### src/rtl/rxpk_pkg.sv
package rxpk_pkg;

    localparam int LANES   = 4;
    localparam int CNT_W   = 16;
    localparam int IRQ_N   = 3;
    localparam int IRQ_OVF = 0;
    localparam int IRQ_UDF = 1;
    localparam int IRQ_PKT = 2;

    // Descriptor of one closed packet
    typedef struct packed {
        logic             partial;
        logic [2:0]       last_bytes;
        logic [CNT_W-1:0] words;
    } pkt_desc_t;

    localparam int DESC_W = $bits(pkt_desc_t);

    function automatic logic [2:0] lanes_per_word(input logic one_byte);
        return one_byte ? 3'd1 : 3'(LANES);
    endfunction

    function automatic logic [31:0] status_word(input pkt_desc_t d);
        return {12'd0, d.last_bytes, d.partial, d.words};
    endfunction

endpackage

### src/rtl/rxpk_sync_fifo.sv
module rxpk_sync_fifo #(
    parameter int WIDTH = 32,
    parameter int DEPTH = 16
) (
    input  logic             clk,
    input  logic             rst,
    input  logic             push,
    input  logic [WIDTH-1:0] wdata,
    input  logic             pop,
    output logic [WIDTH-1:0] head,
    output logic             full,
    output logic             empty
);
    localparam int AW = (DEPTH > 1) ? $clog2(DEPTH) : 1;
    localparam int CW = $clog2(DEPTH + 1);

    logic [WIDTH-1:0] mem [DEPTH];
    logic [AW-1:0]    wp, rp;
    logic [CW-1:0]    cnt;

    function automatic logic [AW-1:0] step(input logic [AW-1:0] p);
        return (p == AW'(DEPTH - 1)) ? '0 : p + 1'b1;
    endfunction

    always_ff @(posedge clk) begin
        if (push) mem[wp] <= wdata;
    end

    always_ff @(posedge clk) begin
        if (rst) begin
            wp  <= '0;
            rp  <= '0;
            cnt <= '0;
        end else begin
            if (push) wp <= step(wp);
            if (pop)  rp <= step(rp);
            case ({push, pop})
                2'b10:   cnt <= cnt + 1'b1;
                2'b01:   cnt <= cnt - 1'b1;
                default: cnt <= cnt;
            endcase
        end
    end

    assign head  = mem[rp];
    assign full  = (cnt == CW'(DEPTH));
    assign empty = (cnt == '0);

    // writes only land in free space
    p_no_push_full_r8: assert property (@(posedge clk) disable iff (rst)
        push |-> !full);
    // reads only take stored entries
    p_no_pop_empty_r3: assert property (@(posedge clk) disable iff (rst)
        pop |-> !empty);

endmodule

### src/rtl/rxpk_assembler.sv
module rxpk_assembler
    import rxpk_pkg::*;
#(
    parameter int MAX_PKT_WORDS = 8,
    parameter int IDLE_W        = 16
) (
    input  logic              clk,
    input  logic              rst,
    input  logic              in_valid,
    input  logic [7:0]        in_byte,
    input  logic              in_close,
    input  logic              pack_one,
    input  logic [IDLE_W-1:0] idle_limit,
    input  logic              space_ok,
    output logic              word_push,
    output logic [31:0]       word_data,
    output logic              desc_push,
    output pkt_desc_t         desc,
    output logic              drop
);
    logic [31:0]       acc, acc_n;
    logic [2:0]        nb, nb_n, bpw;
    logic [CNT_W-1:0]  pw, pw_n;
    logic [IDLE_W-1:0] idle;
    logic take, full_w, open_q, open_n, limit_hit, idle_hit, close, partial;

    always_comb begin
        bpw    = lanes_per_word(pack_one);
        take   = in_valid && ((nb != 3'd0) || space_ok);
        drop   = in_valid && !take;
        acc_n  = acc;
        if (take) acc_n[8*nb[1:0] +: 8] = in_byte;
        nb_n   = nb + {2'b00, take};
        full_w = take && (nb_n == bpw);
        pw_n   = pw + {{(CNT_W-1){1'b0}}, full_w};
        open_q = (pw != '0) || (nb != 3'd0);
        open_n = (pw_n != '0) || (!full_w && (nb_n != 3'd0));
        limit_hit = full_w && (pw_n == CNT_W'(MAX_PKT_WORDS));
        idle_hit  = (idle_limit != '0) && !take && open_q &&
                    ((idle + 1'b1) == idle_limit);
        close     = open_n && (in_close || limit_hit || idle_hit);
        partial   = close && !full_w && (nb_n != 3'd0);

        word_push = full_w || partial;
        word_data = acc_n;
        desc_push = close;
        desc.words      = pw_n + {{(CNT_W-1){1'b0}}, partial};
        desc.last_bytes = partial ? nb_n : bpw;
        desc.partial    = partial;
    end

    always_ff @(posedge clk) begin
        if (rst) begin
            acc  <= '0;
            nb   <= '0;
            pw   <= '0;
            idle <= '0;
        end else if (close) begin
            acc  <= '0;
            nb   <= '0;
            pw   <= '0;
            idle <= '0;
        end else begin
            acc  <= full_w ? '0 : acc_n;
            nb   <= full_w ? 3'd0 : nb_n;
            pw   <= pw_n;
            idle <= (take || !open_q || (idle_limit == '0)) ? '0 : idle + 1'b1;
        end
    end

    // the pending word never holds a full complement of lanes
    p_lane_bound_r1: assert property (@(posedge clk) disable iff (rst)
        nb < 3'(LANES));
    // an open packet never holds more full words than the limit
    p_word_limit_r7: assert property (@(posedge clk) disable iff (rst)
        pw < CNT_W'(MAX_PKT_WORDS));

endmodule

### src/rtl/rxpk_irq.sv
module rxpk_irq
    import rxpk_pkg::*;
(
    input  logic             clk,
    input  logic             rst,
    input  logic [IRQ_N-1:0] set,
    input  logic             clr_en,
    input  logic [IRQ_N-1:0] clr,
    output logic [IRQ_N-1:0] bits
);
    for (genvar i = 0; i < IRQ_N; i++) begin : g_bit
        always_ff @(posedge clk) begin
            if (rst)
                bits[i] <= 1'b0;
            else if (set[i])
                bits[i] <= 1'b1;
            else if (clr_en && clr[i])
                bits[i] <= 1'b0;
        end

        // an event always leaves its bit set
        p_set_wins_r10: assert property (@(posedge clk) disable iff (rst)
            set[i] |=> bits[i]);
    end

endmodule

### src/rtl/rx_packet_fifo.sv
module rx_packet_fifo
    import rxpk_pkg::*;
#(
    parameter int DEPTH         = 16,
    parameter int MAX_PKT_WORDS = 8,
    parameter int IDLE_W        = 16
) (
    input  logic              clk,
    input  logic              rst,
    input  logic              in_valid,
    input  logic [7:0]        in_byte,
    input  logic              in_close,
    input  logic              pack_one,
    input  logic [IDLE_W-1:0] idle_limit,
    input  logic              rd_en,
    output logic [31:0]       rd_data,
    output logic [31:0]       status,
    input  logic              irq_clr_en,
    input  logic [2:0]        irq_clr,
    output logic [2:0]        irq_status,
    output logic              irq
);
    logic            word_push, desc_push, drop;
    logic [31:0]     word_data, data_head;
    logic            data_full, data_empty, desc_full, desc_empty;
    pkt_desc_t       desc_in, desc_head, vis;
    logic [DESC_W-1:0] desc_head_raw;
    logic            pop, load, underflow;
    logic [IRQ_N-1:0] irq_set;

    rxpk_assembler #(.MAX_PKT_WORDS(MAX_PKT_WORDS), .IDLE_W(IDLE_W)) u_asm (
        .clk(clk), .rst(rst),
        .in_valid(in_valid), .in_byte(in_byte), .in_close(in_close),
        .pack_one(pack_one), .idle_limit(idle_limit),
        .space_ok(!data_full),
        .word_push(word_push), .word_data(word_data),
        .desc_push(desc_push), .desc(desc_in), .drop(drop)
    );

    rxpk_sync_fifo #(.WIDTH(32), .DEPTH(DEPTH)) u_data (
        .clk(clk), .rst(rst),
        .push(word_push), .wdata(word_data), .pop(pop),
        .head(data_head), .full(data_full), .empty(data_empty)
    );

    rxpk_sync_fifo #(.WIDTH(DESC_W), .DEPTH(DEPTH)) u_desc (
        .clk(clk), .rst(rst),
        .push(desc_push), .wdata(desc_in), .pop(load),
        .head(desc_head_raw), .full(desc_full), .empty(desc_empty)
    );

    assign desc_head = pkt_desc_t'(desc_head_raw);

    always_comb begin
        pop       = rd_en && (vis.words != '0);
        underflow = rd_en && (vis.words == '0);
        load      = !desc_empty &&
                    ((vis.words == '0) || (pop && (vis.words == CNT_W'(1))));
        irq_set          = '0;
        irq_set[IRQ_OVF] = drop;
        irq_set[IRQ_UDF] = underflow;
        irq_set[IRQ_PKT] = load;
    end

    always_ff @(posedge clk) begin
        if (rst)
            vis <= '0;
        else if (load)
            vis <= desc_head;
        else if (pop) begin
            if (vis.words == CNT_W'(1))
                vis <= '0;
            else
                vis.words <= vis.words - 1'b1;
        end
    end

    rxpk_irq u_irq (
        .clk(clk), .rst(rst),
        .set(irq_set), .clr_en(irq_clr_en), .clr(irq_clr),
        .bits(irq_status)
    );

    assign rd_data = (vis.words != '0) ? data_head : 32'd0;
    assign status  = status_word(vis);
    assign irq     = |irq_status;

    // outside a reload, the count moves down by exactly the reads taken
    p_count_no_grow_r2: assert property (@(posedge clk) disable iff (rst)
        (vis.words != '0) && !(pop && (vis.words == CNT_W'(1))) |=>
        vis.words == $past(vis.words) - CNT_W'($past(pop)));
    // a presented packet always reports a final byte count of 1..4
    p_last_bytes_r2: assert property (@(posedge clk) disable iff (rst)
        (vis.words != '0) |-> (vis.last_bytes != 3'd0) && (vis.last_bytes <= 3'd4));
    // an empty read raises the underflow bit
    p_underflow_flag_r9: assert property (@(posedge clk) disable iff (rst)
        underflow |=> irq_status[IRQ_UDF]);
    // a dropped byte raises the overflow bit
    p_overflow_flag_r8: assert property (@(posedge clk) disable iff (rst)
        drop |=> irq_status[IRQ_OVF]);
    // descriptors never outrun their storage
    p_desc_room_r3: assert property (@(posedge clk) disable iff (rst)
        desc_push |-> !desc_full);
    // a presented packet always has its words stored
    p_vis_backed_r3: assert property (@(posedge clk) disable iff (rst)
        (vis.words != '0) |-> !data_empty);

endmodule

### config.mk
export PLATFORM = sky130hd
export DESIGN_NAME = rx_packet_fifo
export DESIGN_NICKNAME = d
export VERILOG_FILES = /design/src/rtl/rxpk_pkg.sv /design/src/rtl/rxpk_sync_fifo.sv /design/src/rtl/rxpk_assembler.sv /design/src/rtl/rxpk_irq.sv /design/src/rtl/rx_packet_fifo.sv
export SDC_FILE = /design/constraint.sdc
export NUM_CORES = 1
export LEC_CHECK = 0
export ABC_AREA = 0
export BUFFER_PORTS_ARGS = -buffer_cell sky130_fd_sc_hd__buf_2
export CORE_MARGIN = 3
export CORE_UTILIZATION = 60
export CTS_CLUSTER_DIAMETER = 80
export DETAILED_ROUTE_END_ITERATION = 8
export GPL_TIMING_DRIVEN = 0
export PLACE_DENSITY = 0.77
export SYNTH_ARGS = -nofsm -noshare
export SYNTH_HDL_FRONTEND = slang
export SYNTH_HIERARCHICAL = 1
export SYNTH_SLANG_ARGS = --single-unit
### constraint.sdc
create_clock -name clk -period 7 [get_ports clk]
set_input_delay 1.4 -clock clk [delete_from_list [all_inputs] [get_ports clk]]
set_output_delay 1.4 -clock clk [all_outputs]
set_load 0.005 [all_outputs]
# Word-level counts from Yosys, hierarchy flattened
# Memory sizes are Yosys's and may differ from the RTL's. A register that Yosys moved wholly into a read port is not among the register bits.
# Cells that the tools add are included.
classes:
  add_sub_neg: 14
  n_eq_ne: 13
  n_shift: 2
  mux: 29
  reduce_logical: 53
ops:
  columns: ["operator", "count"]
  rows:
  - ["2-to-1 mux 32 bit", 2]
  - ["nonzero test 16 bit", 4]
  - ["2-to-1 mux 20 bit", 2]
  - ["2-to-1 mux 4 bit", 9]
  - ["negation 5 -> 34 bit", 1]
  - ["variable shift 8 x 34 -> 32 bit, first input constant", 1]
  - ["variable part select 8 x 34 -> 32 bit", 1]
  - ["adder 16 x 1 -> 16 bit", 2]
  - ["bitwise mux 32 bit", 1]
  - ["logical NOT 16 bit", 2]
  - ["one-hot mux 5 bit (2 select lines)", 2]
  - ["logical AND 1 bit", 18]
  - ["adder 16 x 1 -> 16 bit, second input constant", 1]
  - ["adder 4 x 1 -> 4 bit, second input constant", 4]
  - ["equality test 16 x 1 -> 1 bit, second input constant", 1]
  - ["equality test 16 bit", 1]
  - ["equality test 16 x 4 -> 1 bit, second input constant", 1]
  - ["equality test 4 bit, second input constant", 4]
  - ["2-to-1 mux 16 bit", 1]
  - ["subtractor 16 x 1 -> 16 bit, second input constant", 1]
  - ["nonzero test 2 bit", 7]
  - ["adder 5 x 1 -> 5 bit, second input constant", 2]
  - ["2-to-1 mux 1 bit", 10]
  - ["subtractor 5 x 1 -> 5 bit, second input constant", 2]
  - ["13 further kinds", 31]
word_totals:
  register_bits: 116
  ramBits: 832
  inputBits: 34
  out_inout_bits: 68
  word_cells: 129
  mem_count: 2
mem_list:
  columns: ["name", "depth", "word_bits", "rd", "rd_clocked_by_memory_dff", "wr", "line", "text"]
  rows:
  - ["u_data.mem", 16, 32, 1, 1, 1, "rxpk_sync_fifo.sv:17", "logic [WIDTH-1:0] mem [DEPTH];"]
  - ["u_desc.mem", 16, 20, 1, 1, 1, "rxpk_sync_fifo.sv:17", null]

# Longest topological paths before layout
depth:
  ltp_word: 18
  mapped_depth: 31

# Modules after synthesis
# Netlist, hierarchy kept.
by_module_without_submodules:
  columns: ["module", "instances", "cells_per_inst", "area_per_inst_um2"]
  rows:
  - ["rxpk_sync_fifo (u_data)", 1, 904, 20090.5]
  - ["rxpk_sync_fifo (u_desc)", 1, 611, 13043.8]
  - ["rxpk_assembler", 1, 539, 4196.5]
  - ["rx_packet_fifo", 1, 207, 1569.0]
  - ["rxpk_irq", 1, 12, 108.9]

# Worst setup path before layout
# No wires, ideal clock.
synth_timing:
  kind: "input-to-reg"
  from: "in in_valid"
  to: "reg u_desc.cnt[4]"
  setup_time_ps: 64
  arrival_ps: 6513
  setup_slack_ps: 423
  stages: 27
  path_buffers: 2
  path_cell_list: "o21ai_0 nor2_1 ha_1 xnor2_1 and3_1 a21oi_1 or3_1 inv_1 ha_1 ha_1 and2_4 buf_2 a21oi_1 nor4_1 o211ai_1 or4_4 nor3_1 o21bai_1 inv_1 ha_1 buf_2 xor2_1 ha_1 o21ai_0 or3_1 a2111o_1 nand4_1"
synth_via:
  elab_chain_len: 12
synth_rtl:
  columns: ["item", "line", "text"]
  rows:
  - ["start: declaration", "rx_packet_fifo.sv:10", "input logic in_valid,"]
  - ["logical AND 1 bit (*)", "rxpk_assembler.sv:29", "take = in_valid && ((nb != 3'd0) || space_ok);"]
  - ["adder 3 x 1 -> 3 bit", "rxpk_assembler.sv:33", "nb_n = nb + {2'b00, take};"]
  - ["equality test 3 bit", "rxpk_assembler.sv:34", "full_w = take && (nb_n == bpw);"]
  - ["logical AND 1 bit", "rxpk_assembler.sv:34", null]
  - ["adder 16 x 1 -> 16 bit", "rxpk_assembler.sv:35", "pw_n = pw + {{(CNT_W-1){1'b0}}, full_w};"]
  - ["equality test 16 x 4 -> 1 bit", "rxpk_assembler.sv:38", "limit_hit = full_w && (pw_n == CNT_W'(MAX_PKT_WORDS));"]
  - ["logical AND 1 bit", "rxpk_assembler.sv:38", null]
  - ["logical OR 1 bit (2 in series)", "rxpk_assembler.sv:41", "close = open_n && (in_close || limit_hit || idle_hit);"]
  - ["logical AND 1 bit (*)", "rxpk_assembler.sv:41", null]
  - ["named net desc_push", "rx_packet_fifo.sv:23", "logic word_push, desc_push, drop;"]
  - ["equality test 2 x 1 -> 1 bit / equality test 2 bit (equally long branches)", "rxpk_sync_fifo.sv:37", "case ({push, pop})"]
  - ["one-hot mux 5 bit (2 select lines) / nonzero test 2 bit (equally long branches)", null, null]
  - ["end signal: assignment", "rxpk_sync_fifo.sv:38", "2'b10: cnt <= cnt + 1'b1;"]
  - ["end signal: assignment", "rxpk_sync_fifo.sv:39", "2'b01: cnt <= cnt - 1'b1;"]
  - ["end signal: assignment", "rxpk_sync_fifo.sv:40", "default: cnt <= cnt;"]
  - ["end: declaration", "rxpk_sync_fifo.sv:19", "logic [CW-1:0] cnt;"]
# Mark *: on every way through the listed nets, which the timed path passes. The rest lies on a longest branch.
# A chain may end at the register's enable or synchronous reset.

# Worst setup path after layout
layout_timing:
  from: "reg u_data.cnt[0]"
  to: "mem u_desc/mem[8][3] (netlist bit), enable pin"
layout_via:
  elab_chain_len: 15
layout_rtl:
  columns: ["item", "line", "text"]
  rows:
  - ["start: declaration", "rxpk_sync_fifo.sv:19", null]
  - ["start signal: assignment", "rxpk_sync_fifo.sv:38", null]
  - ["start signal: assignment", "rxpk_sync_fifo.sv:39", null]
  - ["start signal: assignment", "rxpk_sync_fifo.sv:40", null]
  - ["equality test 5 bit (*)", "rxpk_sync_fifo.sv:46", "assign full = (cnt == CW'(DEPTH));"]
  - ["named net data_full", "rx_packet_fifo.sv:25", "logic data_full, data_empty, desc_full, desc_empty;"]
  - ["logical NOT 1 bit (*)", "rx_packet_fifo.sv:35", ".space_ok(!data_full),"]
  - ["logical OR 1 bit (*)", "rxpk_assembler.sv:29", null]
  - ["logical AND 1 bit (*)", "rxpk_assembler.sv:29", null]
  - ["adder 3 x 1 -> 3 bit", "rxpk_assembler.sv:33", null]
  - ["equality test 3 bit", "rxpk_assembler.sv:34", null]
  - ["logical AND 1 bit", "rxpk_assembler.sv:34", null]
  - ["adder 16 x 1 -> 16 bit", "rxpk_assembler.sv:35", null]
  - ["equality test 16 x 4 -> 1 bit", "rxpk_assembler.sv:38", null]
  - ["logical AND 1 bit", "rxpk_assembler.sv:38", null]
  - ["logical OR 1 bit (2 in series)", "rxpk_assembler.sv:41", null]
  - ["logical AND 1 bit (*)", "rxpk_assembler.sv:41", null]
  - ["named net desc_push", "rx_packet_fifo.sv:23", null]
  - ["2-to-1 mux 1 bit (*)", "rxpk_sync_fifo.sv:26", "if (push) mem[wp] <= wdata;"]
  - ["2-to-1 mux 1 bit (not written as such) (*)", "rxpk_sync_fifo.sv:26", null]
  - ["end: declaration", "rxpk_sync_fifo.sv:17", null]
# Marked as above.

==> key figures <==
Synth
  • Synth Area per Inst: 17.2 um2
  • Mapped cell area: 39000 um2
  • Ys Warns: 6
  • Synthesized instance count: 2271

CTS
  • Clock transition at path regs: 60 ps
  • Hold_buf cts: 0
  • Total CTS buffers: 92
  • Root Driver: clkbuf_16
  • Htree depth: 3
  • Clk_lat worst skew: 650 ps
  • Clock Sinks: 956
  • CTS tree: yes
  • Clk buf depth: 3

Outcome
  • Status: completed

Place
  • Placed cell areas: 40900 um2
  • Post-DP HPWL: 56800 um
  • Dpl ws: -1080 ps
  • IO Port Bufs: 88
  • GPL Wtd Cong: 0.874

Routing
  • Vias per cell: 6.52
  • Vias: 22400
  • Drt wl/cell: 27.0 um
  • Antenna viol nets, final: 0
  • # DRC: 0
  • Drt pass-1 iters: 5
  • Initial DRC Count: 2741
  • Post-Route WL: 92800 um

Layout
  • Nets: 2571
  • FILL cells: 3803
  • Multi-input logic area: 11100 um2
  • Post-route cell area: 44500 um2
  • Area Overhead vs Synth: 14.1%
  • Layout cells sized above 1: 23.2%
  • Sequential Area: 27500 um2

Power and ir drop
  • Logic pwr share: 25.8%
  • Pint: 11300 uW
  • Net Sw Frac: 29.1%
  • Sequential power share: 43.1%
  • Clock power frac: 31.1%
  • Leak: 0.0143 uW
  • Worst vdd ir: 0.262 mV
  • NetSw: 4650 uW
  • PD cells: 359 nW/um2

Worst hold path
  • WHS Path Cells: 1
  • Hold Path End: status[16]
  • Hold path start: status[16]
  • Worst hold path type: flip-flop to flip-flop

Critical path
  • Reg2reg setup slack: 240 ps
  • Crit end category: flip-flop
  • Worst Setup Path Type: flip-flop to flip-flop
  • R2R Path Start: u_data/cnt[0]
  • Critical Path Start: u_data/cnt[0]
  • R2R Path End: u_desc/mem[8][3]
  • R2R depth: 24
  • Startpoint Class: flip-flop
  • Data arrival, critical path: 6980 ps
  • Crit Path Max Fanout: 20
  • Required @ worst endpoint: 7220 ps

Job
  • Max-cap check violation count: 0

Timing
  • Tightest Pin Transition: 1270 ps
  • Fin Clk Skew: 46.9 ps
  • Final Worst Setup Slack: 237 ps
  • Setup Viol. Count Final: 0
  • Fin. Hold Viols: 0
  • Slew margin rel.: 15.0%
  • Fin crit period: 6760 ps
  • FMAX: 148 MHz
  • Period utilization: 96.6%
  • Slew Viols, Final: 0

Floorplanning
  • Cell Rows: 92
  • Initial core utilization: 61.3%
  • Die outline height: 261 um
  • Chip width: 261 um
  • DIE AREA: 68100 um2
  • Core Footprint: 63700 um2
  • I/O pins: 102

GRT
  • Vias in the first global route: 22400
  • Initial antenna violation count: 1
  • Pin count of the biggest net entering global routing: 26
  • GRT overflow: 0
  • First-pass GRT wire length: 138000 um
  • GR Util All Layers: 27.4%
power groups by stage:
| stage | clock (uW) | combinational (uW) | sequential [uW] |
|---|---|---|---|
| 6_report | 4970 | 4120 | 6890 |
| 5_1_grt | 5240 | 4430 | 6920 |
| 4_1_cts | 5030 | 4010 | 6900 |
| 3_5_place_dp | 0 | 3940 | 7010 |
| 3_3_place_gp | 0 | 3770 | 6990 |
| 2_1_floorplan | 0 | 2680 | 6950 |
stage by stage:
stage / utilization, % / total power (uW) / hold slack [ps] / TNS [ps] / instances
final: 69.9 / 16000 / 490 / 0 / 3433
after global routing: 69.9 / 16600 / 503 / -1190 / 3430
after CTS: 69.4 / 15900 / 488 / -32.4 / 3412
after detailed placement: 64.3 / 10900 / 479 / -451830 / 3238
after global placement: 63.7 / 10800 / 478 / -746010 / 3216
after floorplan: - / 9630 / 473 / 0 / 2282
what timing repair did:
item,4_1_cts,5_1_grt
cloned,0,1
gates resized for setup,32,28
pin swaps,2,7
setup buffers,1,10
setup endpoints to repair,948,1015
area by class of cell:
type / count / share of cell area, %
Clock buffer: 115 / 5.48
Inverter: 31 / 0.270
Clock inverter: 58 / 1.37
Multi-Input combinational cell: 1166 / 25.0
Tap cell: 846 / 2.38
Timing Repair Buffer: 128 / 2.24
Buffer: 130 / 1.55
Antenna cell: 3 / 0.0169
Sequential cell: 956 / 61.7
flip-flops by register name, summed over array words and instances (netlist names), 5 cells and up, named ones only:
| signal | cells |
|---|---|
| u_asm/idle | 16 |
| status | 20 |
| u_data/mem | 512 |
| u_desc/mem | 320 |
| u_data/cnt | 5 |
| u_asm/pw | 16 |
| u_asm/acc | 32 |
| u_desc/cnt | 5 |
placed cells by master (no fill, tap or decap), types with 8 or more instances in the layout:
master	n
a21oi_1	40
a22oi_1	108
and2_1	43
and2_2	23
and3_1	9
buf_1	12
buf_12	16
buf_2	110
buf_4	51
bufinv_16	10
clkbuf_1	77
clkbuf_16	94
clkinv_1	14
clkinv_2	23
conb_1	12
dfxtp_1	122
edfxtp_1	832
ha_1	29
inv_1	27
mux4_1	20
mux4_2	188
nand2_1	185
nand2b_1	11
nand3_1	24
nand4_1	27
nor2_1	87
nor2b_1	42
nor3_1	21
nor3b_1	8
nor4_1	14
o21ai_0	20
o21ai_1	31
or3_1	10
xnor2_1	36
xnor2_2	8
xor2_1	25
how the worst max path moves through the flow:
stage / endpoint / slack (ps) / cells after the start
2_1_floorplan: u_desc/cnt[4] / 420 / 27
3_3_place_gp: u_data/mem[9][20] / -1110 / 23
3_5_place_dp: u_desc/mem[0][9] / -1080 / 27
4_1_cts: u_data/cnt[4] / -30 / 31
5_1_grt: u_desc/mem[10][3] / -70 / 27
6_report: u_desc/mem[8][3] / 240 / 24
worst max-delay path, cell delays in order, from the launching register on:
cell and delay (ps):
dfxtp_1 350, or4_1 550, nor2_2 160, inv_1 110, o21ai_4 160, nor2_1 60
ha_1 230, xnor2_2 210, and3_1 230, a21oi_1 50, or3_4 380, inv_2 110
ha_4 160, ha_4 170, and2_4 160, clkbuf_4 200, a21oi_1 100, nor4_1 330
o211ai_1 170, or4_4 500, nor3_4 210, o21bai_4 230, inv_2 120, nor3b_1 360
and2_1 1010
layer usage:
metal	track usage [%]	wire, um
met5	0	0
met4	9.69	2910
met3	5.29	9090
met2	43.8	45500
met1	38.3	35300
Note: power is estimated with default switching activity, not from simulation.
